$ cat config.mk
export PLATFORM = sky130hd
export DESIGN_NAME = aud_serial_rx
export DESIGN_NICKNAME = d
export VERILOG_FILES = /design/src/rtl/aud_rx_pkg.sv /design/src/rtl/aud_rx_sync.sv /design/src/rtl/aud_rx_engine.sv /design/src/rtl/aud_rx_report.sv /design/src/rtl/aud_serial_rx.sv
export SDC_FILE = /design/constraint.sdc
export NUM_CORES = 1
export LEC_CHECK = 0
export BUFFER_PORTS_ARGS = -buffer_cell sky130_fd_sc_hd__buf_4
export CAP_MARGIN = 20
export CORE_AREA = 5 5 114 116
export DETAILED_ROUTE_END_ITERATION = 8
export DIE_AREA = 0 0 119 121
export PLACE_DENSITY_LB_ADDON = 0.12
export SYNTH_ARGS = -nofsm -noshare
export SYNTH_HDL_FRONTEND = slang
export SYNTH_SLANG_ARGS = --single-unit
export TNS_END_PERCENT = 100
$ cat constraint.sdc
create_clock -name clk_i -period 4.55 [get_ports clk_i]
set_input_delay 0.455 -clock clk_i [delete_from_list [all_inputs] [get_ports clk_i]]
set_output_delay 0.455 -clock clk_i [all_outputs]
set_load 0.1 [all_outputs]
$ cat src/rtl/aud_rx_pkg.sv
package aud_rx_pkg;
  localparam int unsigned DATA_W  = 32;
  localparam int unsigned LEN_W   = 8;
  localparam int unsigned WID_W   = 6;
  localparam int unsigned DLY_W   = 4;
  localparam int unsigned ST_W    = 5;
  localparam int unsigned ST_FULL = 0;
  localparam int unsigned ST_OVR  = 2;
  localparam int unsigned ST_FERR = 4;

  typedef enum logic {PH_LEFT = 1'b0, PH_RIGHT = 1'b1} phase_e;
endpackage

$ cat src/rtl/aud_rx_sync.sv
module aud_rx_sync #(
  parameter int unsigned N = 3
) (
  input  logic         clk_i,
  input  logic         rst_ni,
  input  logic [N-1:0] d_i,
  output logic [N-1:0] q_o
);
  for (genvar gi = 0; gi < N; gi++) begin : g_bit
    logic [1:0] st_q;
    always_ff @(posedge clk_i or negedge rst_ni) begin
      if (!rst_ni) st_q <= '0;
      else         st_q <= {st_q[0], d_i[gi]};
    end
    assign q_o[gi] = st_q[1];
  end
endmodule

$ cat src/rtl/aud_rx_engine.sv
module aud_rx_engine
  import aud_rx_pkg::*;
#(
  parameter int unsigned DW  = DATA_W,
  parameter int unsigned LW  = LEN_W,
  parameter int unsigned WW  = WID_W,
  parameter int unsigned DLW = DLY_W
) (
  input  logic          clk_i,
  input  logic          rst_ni,
  input  logic          sck_s_i,
  input  logic          ws_s_i,
  input  logic          sd_s_i,
  input  logic          start_i,
  input  logic          stop_i,
  input  logic [LW-1:0] frame_len_i,
  input  logic [LW-1:0] left_len_i,
  input  logic [WW-1:0] width_l_i,
  input  logic [WW-1:0] width_r_i,
  input  logic [DLW-1:0] delay_l_i,
  input  logic [DLW-1:0] delay_r_i,
  output logic          busy_o,
  output logic          done_o,
  output phase_e        done_phase_o,
  output logic [DW-1:0] data_o,
  output logic          ferr_o,
  output phase_e        ferr_phase_o
);
  logic          sck_q, running_q, primed_q, armed_q, ws_q;
  phase_e        phase_q, cur_ph;
  logic [LW-1:0] cnt_q, pos, lo, hi, exp_len;
  logic [DW-1:0] sh_q, base, nxt;
  logic          rise, trans, capture;

  assign rise    = running_q & sck_s_i & ~sck_q;
  assign trans   = rise & primed_q & (ws_s_i != ws_q);
  assign pos     = trans ? '0 : cnt_q;
  assign cur_ph  = trans ? phase_e'(ws_s_i) : phase_q;
  assign lo      = (cur_ph == PH_RIGHT) ? LW'(delay_r_i) : LW'(delay_l_i);
  assign hi      = lo + ((cur_ph == PH_RIGHT) ? LW'(width_r_i) : LW'(width_l_i));
  assign capture = rise & (armed_q | trans) & (pos >= lo) & (pos < hi);
  assign base    = trans ? '0 : sh_q;
  assign nxt     = (base << 1) | DW'(sd_s_i);
  // length expected for the phase that is ending
  assign exp_len = ws_q ? (frame_len_i - left_len_i) : left_len_i;

  assign busy_o       = running_q;
  assign done_o       = capture & (pos == hi - 1'b1);
  assign done_phase_o = cur_ph;
  assign data_o       = nxt;
  assign ferr_o       = trans & armed_q & (cnt_q != exp_len);
  assign ferr_phase_o = phase_e'(ws_q);

  always_ff @(posedge clk_i or negedge rst_ni) begin
    if (!rst_ni) begin
      sck_q     <= 1'b0;
      running_q <= 1'b0;
      primed_q  <= 1'b0;
      armed_q   <= 1'b0;
      ws_q      <= 1'b0;
      phase_q   <= PH_LEFT;
      cnt_q     <= '0;
      sh_q      <= '0;
    end else begin
      sck_q <= sck_s_i;
      if (stop_i) begin
        running_q <= 1'b0;
        primed_q  <= 1'b0;
        armed_q   <= 1'b0;
      end else begin
        if (start_i) running_q <= 1'b1;
        if (rise) begin
          primed_q <= 1'b1;
          ws_q     <= ws_s_i;
          if (trans) begin
            armed_q <= 1'b1;
            phase_q <= cur_ph;
            cnt_q   <= LW'(1);
          end else if (cnt_q != '1) begin
            cnt_q <= cnt_q + 1'b1;
          end
          sh_q <= capture ? nxt : base;
        end
      end
    end
  end

  AST_START_BUSY: assert property (@(posedge clk_i) disable iff (!rst_ni)
    $past(start_i && !stop_i) |-> running_q);
  AST_STOP_IDLE: assert property (@(posedge clk_i) disable iff (!rst_ni)
    $past(stop_i) |-> !running_q && !armed_q);
  AST_ARM_NEEDS_PRIME: assert property (@(posedge clk_i) disable iff (!rst_ni)
    $rose(armed_q) |-> $past(primed_q));
  AST_CNT_LIVE: assert property (@(posedge clk_i) disable iff (!rst_ni)
    armed_q |-> cnt_q != '0);
endmodule

$ cat src/rtl/aud_rx_report.sv
module aud_rx_report
  import aud_rx_pkg::*;
#(
  parameter int unsigned DW = DATA_W,
  parameter int unsigned SW = ST_W
) (
  input  logic          clk_i,
  input  logic          rst_ni,
  input  logic          done_i,
  input  phase_e        done_phase_i,
  input  logic [DW-1:0] data_i,
  input  logic          ferr_i,
  input  phase_e        ferr_phase_i,
  input  logic          rd_i,
  input  logic [1:0]    clr_ovr_i,
  input  logic [1:0]    clr_ferr_i,
  input  logic [SW-1:0] en_l_i,
  input  logic [SW-1:0] en_r_i,
  output logic [DW-1:0] sample_o,
  output logic          sample_right_o,
  output logic [SW-1:0] status_l_o,
  output logic [SW-1:0] status_r_o,
  output logic          irq_o
);
  logic [1:0][SW-1:0] st;
  logic               any_full;

  assign any_full = st[0][ST_FULL] | st[1][ST_FULL];

  for (genvar gp = 0; gp < 2; gp++) begin : g_ph
    logic          hit, err, full_q, ovr_q, ferr_q;
    logic [SW-1:0] w;
    assign hit = done_i && (done_phase_i == phase_e'(gp));
    assign err = ferr_i && (ferr_phase_i == phase_e'(gp));

    always_ff @(posedge clk_i or negedge rst_ni) begin
      if (!rst_ni) begin
        full_q <= 1'b0;
        ovr_q  <= 1'b0;
        ferr_q <= 1'b0;
      end else begin
        // any completion moves ownership of the single sample register
        if (done_i)    full_q <= hit;
        else if (rd_i) full_q <= 1'b0;
        if (hit && any_full)   ovr_q <= 1'b1;
        else if (clr_ovr_i[gp]) ovr_q <= 1'b0;
        if (err)                 ferr_q <= 1'b1;
        else if (clr_ferr_i[gp]) ferr_q <= 1'b0;
      end
    end

    always_comb begin
      w          = '0;
      w[ST_FULL] = full_q;
      w[ST_OVR]  = ovr_q;
      w[ST_FERR] = ferr_q;
    end
    assign st[gp] = w;
  end

  always_ff @(posedge clk_i or negedge rst_ni) begin
    if (!rst_ni) begin
      sample_o       <= '0;
      sample_right_o <= 1'b0;
    end else if (done_i) begin
      sample_o       <= data_i;
      sample_right_o <= (done_phase_i == PH_RIGHT);
    end
  end

  assign status_l_o = st[0];
  assign status_r_o = st[1];
  assign irq_o      = |((st[0] & en_l_i) | (st[1] & en_r_i));

  AST_FULL_EXCL: assert property (@(posedge clk_i) disable iff (!rst_ni)
    $onehot0({st[0][ST_FULL], st[1][ST_FULL]}));
  AST_RD_CLEARS: assert property (@(posedge clk_i) disable iff (!rst_ni)
    $past(rd_i && !done_i) |-> !st[0][ST_FULL] && !st[1][ST_FULL]);
  AST_OVR_CAUSE: assert property (@(posedge clk_i) disable iff (!rst_ni)
    ($rose(st[0][ST_OVR]) || $rose(st[1][ST_OVR])) |-> $past(any_full));
  AST_FERR_W1C: assert property (@(posedge clk_i) disable iff (!rst_ni)
    $past(clr_ferr_i[0] && !(ferr_i && ferr_phase_i == PH_LEFT)) |-> !st[0][ST_FERR]);
  AST_IRQ_SRC: assert property (@(posedge clk_i) disable iff (!rst_ni)
    irq_o |-> (status_l_o != '0) || (status_r_o != '0));
endmodule

$ cat src/rtl/aud_serial_rx.sv
module aud_serial_rx
  import aud_rx_pkg::*;
#(
  parameter int unsigned DW  = DATA_W,
  parameter int unsigned LW  = LEN_W,
  parameter int unsigned WW  = WID_W,
  parameter int unsigned DLW = DLY_W,
  parameter int unsigned SW  = ST_W
) (
  input  logic           clk_i,
  input  logic           rst_ni,
  input  logic           sck_i,
  input  logic           ws_i,
  input  logic           sd_i,
  input  logic           start_i,
  input  logic           stop_i,
  input  logic [LW-1:0]  frame_len_i,
  input  logic [LW-1:0]  left_len_i,
  input  logic [WW-1:0]  width_l_i,
  input  logic [WW-1:0]  width_r_i,
  input  logic [DLW-1:0] delay_l_i,
  input  logic [DLW-1:0] delay_r_i,
  input  logic           rd_i,
  input  logic [1:0]     clr_ovr_i,
  input  logic [1:0]     clr_ferr_i,
  input  logic [SW-1:0]  irq_en_l_i,
  input  logic [SW-1:0]  irq_en_r_i,
  output logic           busy_o,
  output logic [DW-1:0]  sample_o,
  output logic           sample_right_o,
  output logic [SW-1:0]  status_l_o,
  output logic [SW-1:0]  status_r_o,
  output logic           irq_o
);
  logic [2:0]    line_s;
  logic          done, ferr;
  phase_e        done_ph, ferr_ph;
  logic [DW-1:0] data;

  aud_rx_sync #(.N(3)) u_sync (
    .clk_i (clk_i),
    .rst_ni(rst_ni),
    .d_i   ({sck_i, ws_i, sd_i}),
    .q_o   (line_s)
  );

  aud_rx_engine #(.DW(DW), .LW(LW), .WW(WW), .DLW(DLW)) u_engine (
    .clk_i       (clk_i),
    .rst_ni      (rst_ni),
    .sck_s_i     (line_s[2]),
    .ws_s_i      (line_s[1]),
    .sd_s_i      (line_s[0]),
    .start_i     (start_i),
    .stop_i      (stop_i),
    .frame_len_i (frame_len_i),
    .left_len_i  (left_len_i),
    .width_l_i   (width_l_i),
    .width_r_i   (width_r_i),
    .delay_l_i   (delay_l_i),
    .delay_r_i   (delay_r_i),
    .busy_o      (busy_o),
    .done_o      (done),
    .done_phase_o(done_ph),
    .data_o      (data),
    .ferr_o      (ferr),
    .ferr_phase_o(ferr_ph)
  );

  aud_rx_report #(.DW(DW), .SW(SW)) u_report (
    .clk_i         (clk_i),
    .rst_ni        (rst_ni),
    .done_i        (done),
    .done_phase_i  (done_ph),
    .data_i        (data),
    .ferr_i        (ferr),
    .ferr_phase_i  (ferr_ph),
    .rd_i          (rd_i),
    .clr_ovr_i     (clr_ovr_i),
    .clr_ferr_i    (clr_ferr_i),
    .en_l_i        (irq_en_l_i),
    .en_r_i        (irq_en_r_i),
    .sample_o      (sample_o),
    .sample_right_o(sample_right_o),
    .status_l_o    (status_l_o),
    .status_r_o    (status_r_o),
    .irq_o         (irq_o)
  );
endmodule

==> impl_metrics.xml, run 1 <==
<?xml version="1.0" encoding="UTF-8"?>
<metrics>
  <group name="run_status">
    <metric name="run_status" unit="">complete, but fails checks</metric>
    <metric name="violations" unit="">setup timing</metric>
  </group>
  <group name="drt">
    <metric name="drt-vias-per-instance" unit="">5.48</metric>
    <metric name="routed-via-count" unit="">4775</metric>
    <metric name="initialDrtViolationCount" unit="">202</metric>
    <metric name="first_pass_iteration_count_of_the_detailed_router" unit="">4</metric>
    <metric name="detail_route.drc_violations" unit="">0</metric>
    <metric name="wl_per_cell" unit="µm">17.3</metric>
    <metric name="antenna_left" unit="">0</metric>
    <metric name="detailed_route_wire_length" unit="µm">15000</metric>
  </group>
  <group name="timing">
    <metric name="clock.fmax" unit="GHz">0.212</metric>
    <metric name="slew_headroom" unit="%">47.5</metric>
    <metric name="worst_clock_skew" unit="ns">0.0110</metric>
    <metric name="rsz_0062_raised_after_global_routing" unit="">true</metric>
    <metric name="max_slew.worst_pin.slew" unit="ns">0.782</metric>
    <metric name="worst_hold_slack" unit="ns">0.136</metric>
    <metric name="finalSetupViolCount" unit="">68</metric>
    <metric name="drv_slew" unit="">0</metric>
    <metric name="final.min_clock_period" unit="ns">4.72</metric>
    <metric name="setup_total_negative_slack" unit="ns">-6.70</metric>
    <metric name="post-route-worst-setup-slack" unit="ns">-0.168</metric>
    <metric name="period_utilisation_layout" unit="%">104</metric>
    <metric name="report.final.hold_viol_count" unit="">0</metric>
  </group>
  <group name="setup_path">
    <metric name="critPathRequiredTime" unit="ns">4.81</metric>
    <metric name="source_of_the_critical_timing_path" unit="">u_engine.sck_q$_DFF_PN0_</metric>
    <metric name="cp_max_fo" unit="">7</metric>
    <metric name="timing_worst_setup_path_type" unit="">reg -&gt; reg</metric>
    <metric name="setup_crit_start_kind" unit="">flip-flop</metric>
    <metric name="timing.rr.start" unit="">u_engine.sck_q$_DFF_PN0_</metric>
    <metric name="timing.critical_path.slowest_cell_delay" unit="ns">0.51</metric>
    <metric name="rrSetupSlack" unit="ns">-0.17</metric>
    <metric name="crit_path_end_kind" unit="">flip-flop</metric>
    <metric name="critical_path_arrival" unit="ns">4.97</metric>
    <metric name="logic_depth_of_the_worst_register_to_register_path" unit="">19</metric>
    <metric name="critPathSlowestCell" unit="">sky130_fd_sc_hd__or4_4</metric>
    <metric name="path_cells" unit="">and4b_2 &gt; a21oi_4 &gt; nor2_4 &gt; mux2i_2 &gt; inv_1 &gt; ha_2 &gt; or2_4 &gt; or4_4 &gt; and3_4 &gt; or2_4 &gt; ha_4 &gt; a21oi_4 &gt; a221o_1 &gt; o2111ai_4 &gt; nor4b_2 &gt; o2111a_2 &gt; buf_8 &gt; buf_12 &gt; mux2i_2</metric>
    <metric name="end_of_the_worst_register_to_register_path" unit="">u_report.sample_o[9]$_DFFE_PN0N_</metric>
  </group>
  <group name="final_layout">
    <metric name="drive_gt1_share" unit="%">31.9</metric>
    <metric name="area_growth_syn_to_layout" unit="%">33.6</metric>
    <metric name="commonest_cells_after_routing_fill_and_taps_aside" unit="">sky130_fd_sc_hd__buf_4 (151), sky130_fd_sc_hd__dfrtp_1 (87), sky130_fd_sc_hd__nand2_1 (66)</metric>
    <metric name="antenna_cells_inserted" unit="">0</metric>
    <metric name="finish.cell_count_without_fillers" unit="">871</metric>
    <metric name="mostFrequentLayoutCell" unit="">sky130_fd_sc_hd__buf_4</metric>
    <metric name="design.final.nets" unit="">799</metric>
  </group>
  <group name="pwr">
    <metric name="power.switching_fraction" unit="%">31.1</metric>
    <metric name="static-leakage-power" unit="nW">3.46</metric>
    <metric name="comb_power_share" unit="%">28.9</metric>
    <metric name="vdd.ir_drop.worst" unit="mV">0.195</metric>
    <metric name="clockPowerShare" unit="%">33.3</metric>
    <metric name="internal_power" unit="W">0.00156</metric>
    <metric name="switchingPower" unit="W">0.000707</metric>
    <metric name="tot_pwr" unit="W">0.00227</metric>
    <metric name="pwrdens" unit="nW/µm²">308</metric>
    <metric name="sequential_cell_fraction_of_total_power" unit="%">37.8</metric>
  </group>
  <group name="floorplan">
    <metric name="full_die_area" unit="µm²">14400</metric>
    <metric name="start_util" unit="%">46.6</metric>
    <metric name="io_pins" unit="">103</metric>
    <metric name="die_w" unit="µm">119</metric>
    <metric name="num_rows" unit="">40</metric>
    <metric name="floorplan.die.height" unit="µm">121</metric>
    <metric name="area_of_the_core" unit="µm²">11800</metric>
  </group>
  <group name="logic_synthesis">
    <metric name="synth.ff_latch_count" unit="">90</metric>
    <metric name="mappedNetlistArea" unit="µm²">5510</metric>
    <metric name="post_synth_num_cell_types" unit="">73</metric>
    <metric name="postSynthCellCount" unit="">573</metric>
    <metric name="average_footprint_of_a_synthesized_cell" unit="µm²">9.61</metric>
    <metric name="yosys_most_used_dff" unit="">sky130_fd_sc_hd__dfrtp_1</metric>
    <metric name="yosys_warnings" unit="">0</metric>
    <metric name="synth-async-reset-ratio" unit="%">100</metric>
    <metric name="synth_sequential_area_ratio" unit="%">40.9</metric>
    <metric name="synth_enable_flop_cells" unit="">0</metric>
  </group>
  <group name="global_routing">
    <metric name="global_route_wire_length_before_repair" unit="µm">24500</metric>
    <metric name="grt_antenna_before_repair" unit="">0</metric>
    <metric name="grt_use_total" unit="%">21.0</metric>
    <metric name="grt_pass1_vias" unit="">4946</metric>
    <metric name="grt_overflow_total" unit="">0</metric>
    <metric name="grt_start_max_net_pins" unit="">50</metric>
  </group>
  <group name="min_path">
    <metric name="hold_path_class" unit="">in -&gt; async</metric>
  </group>
  <group name="clock_tree">
    <metric name="clock_tree.htree_level_count" unit="">3</metric>
    <metric name="tritoncts" unit="">yes</metric>
    <metric name="hold_buffers" unit="">0</metric>
    <metric name="cts_max_path_buffers" unit="">2</metric>
    <metric name="clk_transition_reported_paths" unit="ns">0.07</metric>
    <metric name="clock-sinks" unit="">90</metric>
    <metric name="cts_inserted_buffers" unit="">9</metric>
    <metric name="ctsRootBufferMaster" unit="">sky130_fd_sc_hd__clkbuf_16</metric>
    <metric name="insertion_delay" unit="ns">0.34</metric>
  </group>
  <group name="place">
    <metric name="post-place-cells" unit="">840</metric>
    <metric name="gp_congestion" unit="">0.882</metric>
    <metric name="io_buffer_count" unit="">94</metric>
    <metric name="place_hpwl" unit="µm">11100</metric>
  </group>
  <group name="flow_run">
    <metric name="drv.max_cap_violation_count" unit="">0</metric>
  </group>
</metrics>
[cell usage after synthesis, types with 3 or more instances]
cell type	number	area (µm²)
sky130_fd_sc_hd__a211oi_1	3	22.5
sky130_fd_sc_hd__a31oi_1	5	31.3
sky130_fd_sc_hd__buf_4	10	75.1
sky130_fd_sc_hd__or4_1	4	30.0
sky130_fd_sc_hd__a21boi_0	4	30.0
sky130_fd_sc_hd__nand2b_1	5	31.3
sky130_fd_sc_hd__nand3_1	14	70.1
sky130_fd_sc_hd__nor4_1	6	37.5
sky130_fd_sc_hd__and2_1	4	25.0
sky130_fd_sc_hd__clkbuf_1	15	56.3
sky130_fd_sc_hd__a21oi_1	14	70.1
sky130_fd_sc_hd__nor3_1	9	45.0
sky130_fd_sc_hd__nor3b_1	3	22.5
sky130_fd_sc_hd__a22oi_1	3	22.5
sky130_fd_sc_hd__or2_2	5	31.3
sky130_fd_sc_hd__nor2_1	28	105
sky130_fd_sc_hd__o21ai_0	18	90.1
sky130_fd_sc_hd__nor2b_1	6	37.5
sky130_fd_sc_hd__o21a_1	3	22.5
sky130_fd_sc_hd__mux2_2	4	45.0
sky130_fd_sc_hd__ha_1	21	263
sky130_fd_sc_hd__o211ai_1	9	67.6
sky130_fd_sc_hd__xor2_1	12	105
sky130_fd_sc_hd__buf_12	3	60.1
sky130_fd_sc_hd__a22o_1	32	280
sky130_fd_sc_hd__buf_2	3	15.0
sky130_fd_sc_hd__dfrtp_1	90	2250
sky130_fd_sc_hd__inv_1	60	225
sky130_fd_sc_hd__xnor2_1	17	149
sky130_fd_sc_hd__o31ai_1	3	22.5
sky130_fd_sc_hd__o21ai_1	3	15.0
sky130_fd_sc_hd__nand2_1	68	255
sky130_fd_sc_hd__mux2i_1	37	370
[routing by layer]
| metal | part of all wire (%) | vias to the layer above | GRT usage (%) |
|---|---|---|---|
| li1 | - | 2275 | - |
| met1 | 44 | 2356 | 26.1 |
| met2 | 51 | 122 | 36.8 |
| met3 | 4.0 | 22 | 3.45 |
| met4 | 1.8 | 0 | 7.24 |
| met5 | 0 | - | 0 |
[through the flow]
step | util, % | cell area, µm² | worst slack [ns]
global placement | 57.2 | 6760 | -0.262
finish | 62.3 | 7360 | -0.168
CTS | 61.6 | 7270 | -0.100
detailed placement | 57.2 | 6760 | -0.379
global route | 62.3 | 7360 | -0.301
floorplan | - | 5640 | -0.212
[sequential cells by signal, indices dropped and copies added, names as in the netlist]
name and cells:
u_report.g_ph.full_q 2, u_report.g_ph.ovr_q 2, u_engine.phase_q 1, u_report.g_ph.ferr_q 2, u_report.sample_right_o 1, u_report.sample_o 32
u_engine.primed_q 1, u_engine.sck_q 1, u_sync.g_bit.st_q 6, u_engine.cnt_q 8, u_engine.armed_q 1, u_engine.busy_o 1
u_engine.ferr_phase_o 1, u_engine.sh_q 31
[worst max-delay path by stage]
| stage | to | slack, ns | cells past startpoint |
|---|---|---|---|
| 6_report | u_report.sample_o[9]$_DFFE_PN0N_ | -0.17 | 19 |
| 5_1_grt | u_report.sample_o[9]$_DFFE_PN0N_ | -0.30 | 19 |
| 4_1_cts | u_report.sample_o[27]$_DFFE_PN0N_ | -0.10 | 19 |
| 3_5_place_dp | u_engine.sh_q[21]$_DFFE_PN0P_ | -0.38 | 18 |
| 3_3_place_gp | u_engine.sh_q[13]$_DFFE_PN0P_ | -0.26 | 17 |
| 2_1_floorplan | u_report.sample_o[0]$_DFFE_PN0N_ | -0.21 | 20 |
[cell families (layout without fill, tap and decap cells)]
kind of cell               count (synthesis)  count (layout)  synth area share, %
muxes                                     43              43                 7.95
xor gates and xnor gates                  32              32                 5.70
and+or+nand+nor                          166             166                 14.8
DFF                                       90              90                 40.9
adders and majority gates                 22              22                 5.13
AOI/OAI and AO/OA                        124             124                 17.2
other                                      1               4               0.0681
buffers and inverters                     95             243                 8.25
[layout make-up]
class	instances	area (µm²)
Clock inverter	5	61.3
Sequential cell	90	2260
Inverter	61	229
Multi-Input combinational cell	391	2990
Timing Repair Buffer	166	1390
Tap cell	147	184
Fill cell	1007	4450
Clock buffer	11	243
[power by group through the flow]
stage / registers [W] / logic (W) / clock network, W
floorplan: 0.000867 / 0.000407 / 0
global placement: 0.000870 / 0.000608 / 0
detailed placement: 0.000872 / 0.000629 / 0
CTS: 0.000857 / 0.000647 / 0.000767
global route: 0.000861 / 0.000714 / 0.000812
finish: 0.000858 / 0.000656 / 0.000754
[critical path: cells and delay by family (launching register included)]
family	cells	cell delay, ns
simple gates	7	2.09
compound gates	5	0.88
mux	2	0.49
flops	1	0.39
fa+ha+maj	2	0.39
buf+inv	3	0.37
[repair_timing]
| action | in CTS | in global routing |
|---|---|---|
| buffers inserted | 9 | 3 |
| gates cloned | 3 | 1 |
| pin swaps | 9 | 8 |
| setup endpoints to repair | 68 | 68 |
| resized for setup | 18 | 12 |
No activity file was read; power rests on OpenSTA's default activity.
==> run 2, diff against run 1 <==
--- a/config.mk
+++ b/config.mk
@@ -5,13 +5,12 @@
 export SDC_FILE = /design/constraint.sdc
 export NUM_CORES = 1
 export LEC_CHECK = 0
-export BUFFER_PORTS_ARGS = -buffer_cell sky130_fd_sc_hd__buf_4
 export CAP_MARGIN = 20
 export CORE_AREA = 5 5 114 116
 export DETAILED_ROUTE_END_ITERATION = 8
 export DIE_AREA = 0 0 119 121
+export DONT_BUFFER_PORTS = 1
 export PLACE_DENSITY_LB_ADDON = 0.12
 export SYNTH_ARGS = -nofsm -noshare
 export SYNTH_HDL_FRONTEND = slang
 export SYNTH_SLANG_ARGS = --single-unit
-export TNS_END_PERCENT = 100
==> run 2 against run 1 <==
Net effect:
- the run still ends with setup timing left
- fmax up 0.78%
- total power up 0.12%
- global-route usage is 1.0 points lower
- hold slack worse by 0.10 ns
- sequential share of layout area rose by 3.2 points
- core utilization shrank 5.9 points
- clock power rose by 7.8%
- via count is 9.8% lower
- cell count is 11% lower
- clock skew grew 0.0036 ns
==> impl_metrics.xml, run 2 (same netlist as run 1, synthesis figures left out) <==
<?xml version="1.0" encoding="UTF-8"?>
<metrics>
  <group name="run_status">
    <metric name="run_status" unit="">complete, but fails checks</metric>
    <metric name="violations" unit="">setup timing</metric>
  </group>
  <group name="timing">
    <metric name="max_slew.worst_pin.slew" unit="ns">1.02</metric>
    <metric name="finalSetupViolCount" unit="">65</metric>
    <metric name="rsz_0062_raised_after_global_routing" unit="">true</metric>
    <metric name="clock.fmax" unit="GHz">0.214</metric>
    <metric name="slew_headroom" unit="%">31.6</metric>
    <metric name="post-route-worst-setup-slack" unit="ns">-0.131</metric>
    <metric name="final.min_clock_period" unit="ns">4.68</metric>
    <metric name="report.final.hold_viol_count" unit="">0</metric>
    <metric name="period_utilisation_layout" unit="%">103</metric>
    <metric name="drv_slew" unit="">0</metric>
    <metric name="worst_clock_skew" unit="ns">0.0146</metric>
  </group>
  <group name="floorplan">
    <metric name="full_die_area" unit="µm²">14400</metric>
    <metric name="start_util" unit="%">46.6</metric>
    <metric name="die_w" unit="µm">119</metric>
    <metric name="num_rows" unit="">40</metric>
    <metric name="area_of_the_core" unit="µm²">11800</metric>
    <metric name="floorplan.die.height" unit="µm">121</metric>
    <metric name="io_pins" unit="">103</metric>
  </group>
  <group name="global_routing">
    <metric name="grt_overflow_total" unit="">0</metric>
    <metric name="grt_start_max_net_pins" unit="">91</metric>
    <metric name="grt_use_total" unit="%">20.0</metric>
    <metric name="global_route_wire_length_before_repair" unit="µm">23000</metric>
    <metric name="grt_antenna_before_repair" unit="">1</metric>
    <metric name="grt_pass1_vias" unit="">4512</metric>
  </group>
  <group name="pwr">
    <metric name="vdd.ir_drop.worst" unit="mV">0.177</metric>
    <metric name="clockPowerShare" unit="%">35.8</metric>
    <metric name="pwrdens" unit="nW/µm²">341</metric>
    <metric name="comb_power_share" unit="%">26.2</metric>
    <metric name="internal_power" unit="W">0.00158</metric>
    <metric name="switchingPower" unit="W">0.000694</metric>
    <metric name="power.switching_fraction" unit="%">30.5</metric>
    <metric name="sequential_cell_fraction_of_total_power" unit="%">38.0</metric>
    <metric name="static-leakage-power" unit="nW">3.06</metric>
  </group>
  <group name="place">
    <metric name="gp_congestion" unit="">0.857</metric>
    <metric name="dpl_worst_slack" unit="ns">-0.153</metric>
    <metric name="place_hpwl" unit="µm">10200</metric>
    <metric name="post-place-cells" unit="">743</metric>
    <metric name="io_buffer_count" unit="">0</metric>
  </group>
  <group name="drt">
    <metric name="antenna_left" unit="">0</metric>
    <metric name="detailed_route_wire_length" unit="µm">14000</metric>
    <metric name="first_pass_iteration_count_of_the_detailed_router" unit="">4</metric>
    <metric name="routed-via-count" unit="">4309</metric>
    <metric name="detail_route.drc_violations" unit="">0</metric>
    <metric name="wl_per_cell" unit="µm">17.9</metric>
    <metric name="drt-vias-per-instance" unit="">5.54</metric>
    <metric name="initialDrtViolationCount" unit="">205</metric>
  </group>
  <group name="clock_tree">
    <metric name="clk_transition_reported_paths" unit="ns">0.07</metric>
    <metric name="ctsRootBufferMaster" unit="">sky130_fd_sc_hd__clkbuf_16</metric>
    <metric name="insertion_delay" unit="ns">0.35</metric>
    <metric name="cts_max_path_buffers" unit="">2</metric>
    <metric name="tritoncts" unit="">yes</metric>
    <metric name="clock-sinks" unit="">90</metric>
    <metric name="clock_tree.htree_level_count" unit="">3</metric>
    <metric name="cts_inserted_buffers" unit="">9</metric>
  </group>
  <group name="setup_path">
    <metric name="critPathRequiredTime" unit="ns">4.80</metric>
    <metric name="crit_path_end_kind" unit="">flip-flop</metric>
    <metric name="cp_max_fo" unit="">8</metric>
    <metric name="setup_crit_start_kind" unit="">flip-flop</metric>
    <metric name="timing_worst_setup_path_type" unit="">reg -&gt; reg</metric>
    <metric name="critical_path_arrival" unit="ns">4.93</metric>
  </group>
  <group name="final_layout">
    <metric name="multi_input_area" unit="µm²">2940</metric>
    <metric name="design.final.nets" unit="">706</metric>
    <metric name="area_growth_syn_to_layout" unit="%">21.0</metric>
    <metric name="max_flop_register" unit="">u_report.sample_o</metric>
    <metric name="drive_gt1_share" unit="%">21.6</metric>
    <metric name="commonest_cells_after_routing_fill_and_taps_aside" unit="">sky130_fd_sc_hd__dfrtp_1 (87), sky130_fd_sc_hd__nand2_1 (66), sky130_fd_sc_hd__inv_1 (60)</metric>
    <metric name="finish.cell_count_without_fillers" unit="">778</metric>
    <metric name="antenna_cells_inserted" unit="">0</metric>
    <metric name="nFillCells" unit="">1055</metric>
    <metric name="largestRegisters" unit="">u_report.sample_o (32), u_engine.sh_q (31), u_engine.cnt_q (8)</metric>
    <metric name="register_area" unit="µm²">2260</metric>
    <metric name="mostFrequentLayoutCell" unit="">sky130_fd_sc_hd__dfrtp_1</metric>
    <metric name="largest_register_ffs" unit="">32</metric>
  </group>
  <group name="flow_run">
    <metric name="drv.max_cap_violation_count" unit="">0</metric>
  </group>
  <group name="min_path">
    <metric name="hold_path_class" unit="">in -&gt; async</metric>
  </group>
</metrics>
[run 2: final cells by class]
type / count / area share [%]
multi-input cells: 391 / 44.2
flip-flops and latches: 90 / 33.9
repair buffers: 73 / 10.8
clock buffers: 10 / 3.44
inverters: 61 / 3.44
well taps: 147 / 2.76
clock inverters: 6 / 1.48
[run 2: routing by layer]
layer / up-vias / share of wire, % / wire [µm] / global-route usage, %
met4: 2 / 1.1 / 153 / 4.63
met3: 14 / 5.6 / 788 / 5.45
met2: 88 / 49 / 6890 / 34.1
met5: - / 0.093 / 13 / 0
li1: 2091 / - / - / -
met1: 2114 / 44 / 6120 / 25.2
[run 2: final timing paths]
| path | startpoint | endpoint | slack (ns) | depth (start not counted) |
|---|---|---|---|---|
| worst max-delay path | u_engine.sck_q$_DFF_PN0_ | u_report.sample_o[17]$_DFFE_PN0N_ | -0.13 | 20 |
| worst max register to register | u_engine.sck_q$_DFF_PN0_ | u_report.sample_o[17]$_DFFE_PN0N_ | -0.13 | 20 |
| worst min register to register | u_sync.g_bit[2].st_q[0]$_DFF_PN0_ | u_sync.g_bit[2].st_q[1]$_DFF_PN0_ | 0.35 | 0 |
| min in group clk_i | sd_i | u_sync.g_bit[0].st_q[0]$_DFF_PN0_ | 0.14 | 0 |
| max in group asynchronous | rst_ni | u_engine.busy_o$_DFFE_PN0P_ | 4.18 | 1 |
| worst min-delay path | rst_ni | u_engine.sh_q[27]$_DFFE_PN0P_ | 0.03 | 1 |
[run 2: critical path, cell delays in order (launching register included)]
cell	delay, ns
sky130_fd_sc_hd__dfrtp_1	0.38
sky130_fd_sc_hd__and4b_2	0.33
sky130_fd_sc_hd__a21oi_4	0.08
sky130_fd_sc_hd__nor2_4	0.25
sky130_fd_sc_hd__mux2i_2	0.27
sky130_fd_sc_hd__inv_1	0.07
sky130_fd_sc_hd__ha_2	0.18
sky130_fd_sc_hd__or2_4	0.25
sky130_fd_sc_hd__or4_4	0.52
sky130_fd_sc_hd__and3_4	0.19
sky130_fd_sc_hd__or2_4	0.23
sky130_fd_sc_hd__ha_4	0.22
sky130_fd_sc_hd__a21oi_4	0.13
sky130_fd_sc_hd__a221o_1	0.17
sky130_fd_sc_hd__o2111ai_2	0.13
sky130_fd_sc_hd__nor4b_2	0.31
sky130_fd_sc_hd__o2111a_2	0.28
sky130_fd_sc_hd__buf_12	0.14
sky130_fd_sc_hd__buf_12	0.11
sky130_fd_sc_hd__buf_12	0.12
sky130_fd_sc_hd__mux2i_2	0.22
[run 2: through the flow]
stage / util (%) / area (µm²) / setup TNS (ns) / total power, W / hold WS, ns
4_1_cts: 56.1 / 6630 / -1.50 / 0.00229 / 0.0386
2_1_floorplan: - / 5640 / -5.67 / 0.00127 / 0.159
3_3_place_gp: 51.1 / 6040 / -0.530 / 0.00142 / 0.163
3_5_place_dp: 51.2 / 6040 / -3.60 / 0.00144 / 0.162
6_report: 56.4 / 6660 / -3.51 / 0.00227 / 0.0330
5_1_grt: 56.4 / 6660 / -18.20 / 0.00240 / 0.0586
[run 2: timing repair]
item,in CTS,in global routing
pin swaps,9,4
gates resized for setup,18,6
hold buffers,1,0
endpoints found under the setup margin,36,68
endpoints found under the hold margin,90,0
gates cloned,2,0
buffers inserted,12,6
[run 2: power groups by stage]
stage               combinational [W]  clock, W  sequential (W)
CTS                          0.000597  0.000834        0.000863
detailed placement           0.000558         0        0.000877
global route                 0.000665  0.000869        0.000866
floorplan                    0.000407         0        0.000867
global placement             0.000541         0        0.000876
finish                       0.000595  0.000813        0.000863
==> run 3, diff against run 2 <==
--- a/config.mk
+++ b/config.mk
@@ -10,6 +10,7 @@
 export DETAILED_ROUTE_END_ITERATION = 8
 export DIE_AREA = 0 0 119 121
 export DONT_BUFFER_PORTS = 1
+export HOLD_SLACK_MARGIN = 0.02
 export PLACE_DENSITY_LB_ADDON = 0.12
 export SYNTH_ARGS = -nofsm -noshare
 export SYNTH_HDL_FRONTEND = slang
==> constraint.sdc (replaced) <==
create_clock -name clk_i -period 5.1 [get_ports clk_i]
set_input_delay 0.51 -clock clk_i [delete_from_list [all_inputs] [get_ports clk_i]]
set_output_delay 0.51 -clock clk_i [all_outputs]
set_load 0.1 [all_outputs]
==> run 3 against run 2 <==
Net effect:
- the run now ends clean
- worst setup slack improved by 0.32 ns
- total power fell by 13%
- sequential share of layout area rose by 2.0 points
- clock skew fell by 0.0030 ns
- via count fell by 1.8%
- sequential power fell by 11%
- count of clock-buffer cells in the layout rose by 1
- cell count fell by 4.1%
- combinational power fell by 17%
- die area did not move
- largest cell class unchanged
==> impl_metrics.xml, run 3 (same netlist as run 1, synthesis figures left out) <==
<?xml version="1.0" encoding="UTF-8"?>
<metrics>
  <group name="timing">
    <metric name="report.final.hold_viol_count" unit="">0</metric>
    <metric name="slew_headroom" unit="%">31.7</metric>
    <metric name="post-route-worst-setup-slack" unit="ns">0.192</metric>
    <metric name="period_utilisation_layout" unit="%">96.2</metric>
    <metric name="final.min_clock_period" unit="ns">4.91</metric>
    <metric name="finalSetupViolCount" unit="">0</metric>
    <metric name="clock.fmax" unit="GHz">0.204</metric>
    <metric name="setup_total_negative_slack" unit="ns">0</metric>
    <metric name="max_slew.worst_pin.slew" unit="ns">1.02</metric>
    <metric name="worst_clock_skew" unit="ns">0.0116</metric>
    <metric name="worst_hold_slack" unit="ns">0.0601</metric>
    <metric name="drv_slew" unit="">0</metric>
  </group>
  <group name="drt">
    <metric name="first_pass_iteration_count_of_the_detailed_router" unit="">5</metric>
    <metric name="drt-vias-per-instance" unit="">5.67</metric>
    <metric name="antenna_left" unit="">0</metric>
    <metric name="wl_per_cell" unit="µm">17.8</metric>
    <metric name="initialDrtViolationCount" unit="">215</metric>
    <metric name="detail_route.drc_violations" unit="">0</metric>
    <metric name="routed-via-count" unit="">4230</metric>
    <metric name="detailed_route_wire_length" unit="µm">13300</metric>
  </group>
  <group name="place">
    <metric name="place_hpwl" unit="µm">9770</metric>
    <metric name="dpl_worst_slack" unit="ns">-0.207</metric>
    <metric name="gp_congestion" unit="">0.879</metric>
    <metric name="io_buffer_count" unit="">0</metric>
  </group>
  <group name="final_layout">
    <metric name="max_flop_register" unit="">u_report.sample_o</metric>
    <metric name="mostFrequentLayoutCell" unit="">sky130_fd_sc_hd__dfrtp_1</metric>
    <metric name="largest_register_ffs" unit="">32</metric>
    <metric name="area_growth_syn_to_layout" unit="%">14.2</metric>
    <metric name="design.final.nets" unit="">673</metric>
    <metric name="commonest_cells_after_routing_fill_and_taps_aside" unit="">sky130_fd_sc_hd__dfrtp_1 (86), sky130_fd_sc_hd__nand2_1 (66), sky130_fd_sc_hd__inv_1 (60)</metric>
    <metric name="largestRegisters" unit="">u_report.sample_o (32), u_engine.sh_q (31), u_engine.cnt_q (8)</metric>
    <metric name="drive_gt1_share" unit="%">16.7</metric>
  </group>
  <group name="clock_tree">
    <metric name="clock-sinks" unit="">90</metric>
    <metric name="clk_transition_reported_paths" unit="ns">0.07</metric>
    <metric name="cts_max_path_buffers" unit="">2</metric>
    <metric name="ctsRootBufferMaster" unit="">sky130_fd_sc_hd__clkbuf_16</metric>
    <metric name="cts_inserted_buffers" unit="">9</metric>
    <metric name="clock_tree.htree_level_count" unit="">3</metric>
    <metric name="insertion_delay" unit="ns">0.34</metric>
    <metric name="tritoncts" unit="">yes</metric>
  </group>
  <group name="pwr">
    <metric name="sequential_cell_fraction_of_total_power" unit="%">38.8</metric>
    <metric name="power.switching_fraction" unit="%">30.0</metric>
    <metric name="vdd.ir_drop.worst" unit="mV">0.214</metric>
    <metric name="comb_power_share" unit="%">24.7</metric>
    <metric name="internal_power" unit="W">0.00139</metric>
    <metric name="tot_pwr" unit="W">0.00199</metric>
    <metric name="switchingPower" unit="W">0.000596</metric>
    <metric name="static-leakage-power" unit="nW">2.84</metric>
    <metric name="pwrdens" unit="nW/µm²">316</metric>
    <metric name="clockPowerShare" unit="%">36.5</metric>
  </group>
  <group name="global_routing">
    <metric name="grt_start_max_net_pins" unit="">91</metric>
    <metric name="grt_use_total" unit="%">18.5</metric>
    <metric name="grt_antenna_before_repair" unit="">1</metric>
    <metric name="grt_pass1_vias" unit="">4202</metric>
    <metric name="global_route_wire_length_before_repair" unit="µm">21600</metric>
    <metric name="grt_overflow_total" unit="">0</metric>
  </group>
  <group name="setup_path">
    <metric name="crit_buf_inv" unit="">4</metric>
    <metric name="logic_depth_of_the_worst_register_to_register_path" unit="">23</metric>
    <metric name="timing_worst_setup_path_type" unit="">reg -&gt; reg</metric>
    <metric name="end_of_the_worst_register_to_register_path" unit="">u_report.sample_right_o$_DFFE_PN0N_</metric>
    <metric name="family_with_the_most_delay_on_the_worst_path" unit="">simple AND/OR/NAND/NOR gates</metric>
    <metric name="setup_crit_start_kind" unit="">flip-flop</metric>
    <metric name="timing.rr.start" unit="">u_engine.busy_o$_DFFE_PN0P_</metric>
    <metric name="crit_path_end_kind" unit="">flip-flop</metric>
    <metric name="critPathRequiredTime" unit="ns">5.32</metric>
    <metric name="crit_cells" unit="">23</metric>
    <metric name="source_of_the_critical_timing_path" unit="">u_engine.busy_o$_DFFE_PN0P_</metric>
    <metric name="worst_setup_path_endpoint" unit="">u_report.sample_right_o$_DFFE_PN0N_</metric>
    <metric name="cp_max_fo" unit="">7</metric>
    <metric name="path_cells" unit="">and4b_2 &gt; a21oi_4 &gt; nor2_4 &gt; buf_4 &gt; nand2_1 &gt; nand2_1 &gt; ha_1 &gt; ha_2 &gt; or3_4 &gt; xnor2_4 &gt; inv_2 &gt; ha_1 &gt; o21a_1 &gt; o21ai_0 &gt; nand2b_1 &gt; a21oi_2 &gt; a221o_1 &gt; o2111ai_2 &gt; buf_4 &gt; nor4b_4 &gt; o2111a_2 &gt; buf_12 &gt; mux2_1</metric>
    <metric name="timing.critical_path.slowest_cell_delay" unit="ns">0.50</metric>
    <metric name="rrSetupSlack" unit="ns">0.19</metric>
    <metric name="critPathSlowestCell" unit="">sky130_fd_sc_hd__dfrtp_4</metric>
    <metric name="critical_path_arrival" unit="ns">5.13</metric>
  </group>
  <group name="floorplan">
    <metric name="start_util" unit="%">46.6</metric>
    <metric name="die_w" unit="µm">119</metric>
    <metric name="full_die_area" unit="µm²">14400</metric>
    <metric name="num_rows" unit="">40</metric>
    <metric name="io_pins" unit="">103</metric>
    <metric name="area_of_the_core" unit="µm²">11800</metric>
    <metric name="floorplan.die.height" unit="µm">121</metric>
  </group>
  <group name="flow_run">
    <metric name="drv.max_cap_violation_count" unit="">0</metric>
  </group>
  <group name="min_path">
    <metric name="hold_path_class" unit="">in -&gt; async</metric>
  </group>
  <group name="run_status">
    <metric name="run_status" unit="">completed</metric>
  </group>
</metrics>
==> run 3: cell type report <==
cell class	count	area, µm²
antenna	1	2.50
sequential	90	2260
tap	147	184
clock inverter	5	85.1
fill	1102	5520
multi-input combinational	391	2910
timing repair buffer	40	375
clock buffer	11	243
inverter	61	229
==> run 3: per-layer routing <==
layer | GRT usage (%) | share of wire [%] | vias up
li1 | - | - | 2021
met3 | 5.41 | 6.8 | 16
met5 | 0 | 0 | -
met4 | 5.43 | 1.4 | 0
met2 | 28.8 | 45 | 115
met1 | 25.2 | 47 | 2078
==> run 3: per-stage QoR <==
stage	cell area (µm²)	cells	util, %
floorplan	5540	576	-
global placement	5770	723	48.9
detailed placement	5780	724	48.9
CTS	6160	741	52.1
global route	6290	746	53.2
finish	6290	746	53.2
==> run 3: worst min-delay path by stage <==
stage	to	cells past startpoint	slack, ns	from
final	u_engine.sh_q[14]$_DFFE_PN0P_	1	0.06	rst_ni
after global routing	u_report.sample_o[15]$_DFFE_PN0N_	1	0.10	rst_ni
after CTS	u_engine.sh_q[10]$_DFFE_PN0P_	1	0.1	rst_ni
after detailed placement	u_report.sample_o[16]$_DFFE_PN0N_	0	0.22	rst_ni
after global placement	u_report.sample_o[16]$_DFFE_PN0N_	0	0.22	rst_ni
after floorplan	u_engine.armed_q$_DFFE_PN0P_	0	0.21	rst_ni
==> run 3: power groups by stage <==
stage | logic, W | registers [W] | clock network [W]
after floorplan | 0.000348 | 0.000773 | 0
after global placement | 0.000451 | 0.000782 | 0
after detailed placement | 0.000461 | 0.000782 | 0
after CTS | 0.000484 | 0.000770 | 0.000739
after global routing | 0.000547 | 0.000773 | 0.000776
final | 0.000491 | 0.000771 | 0.000724
==> run 3: timing repair <==
action / CTS / global route
endpoints found under the hold margin: 90 / 0
gates resized for setup: 5 / 16
setup buffers: 0 / 3
hold buffers: 1 / 0
setup endpoints to repair: 41 / 57
pin swaps: 1 / 9
gates cloned: 0 / 1
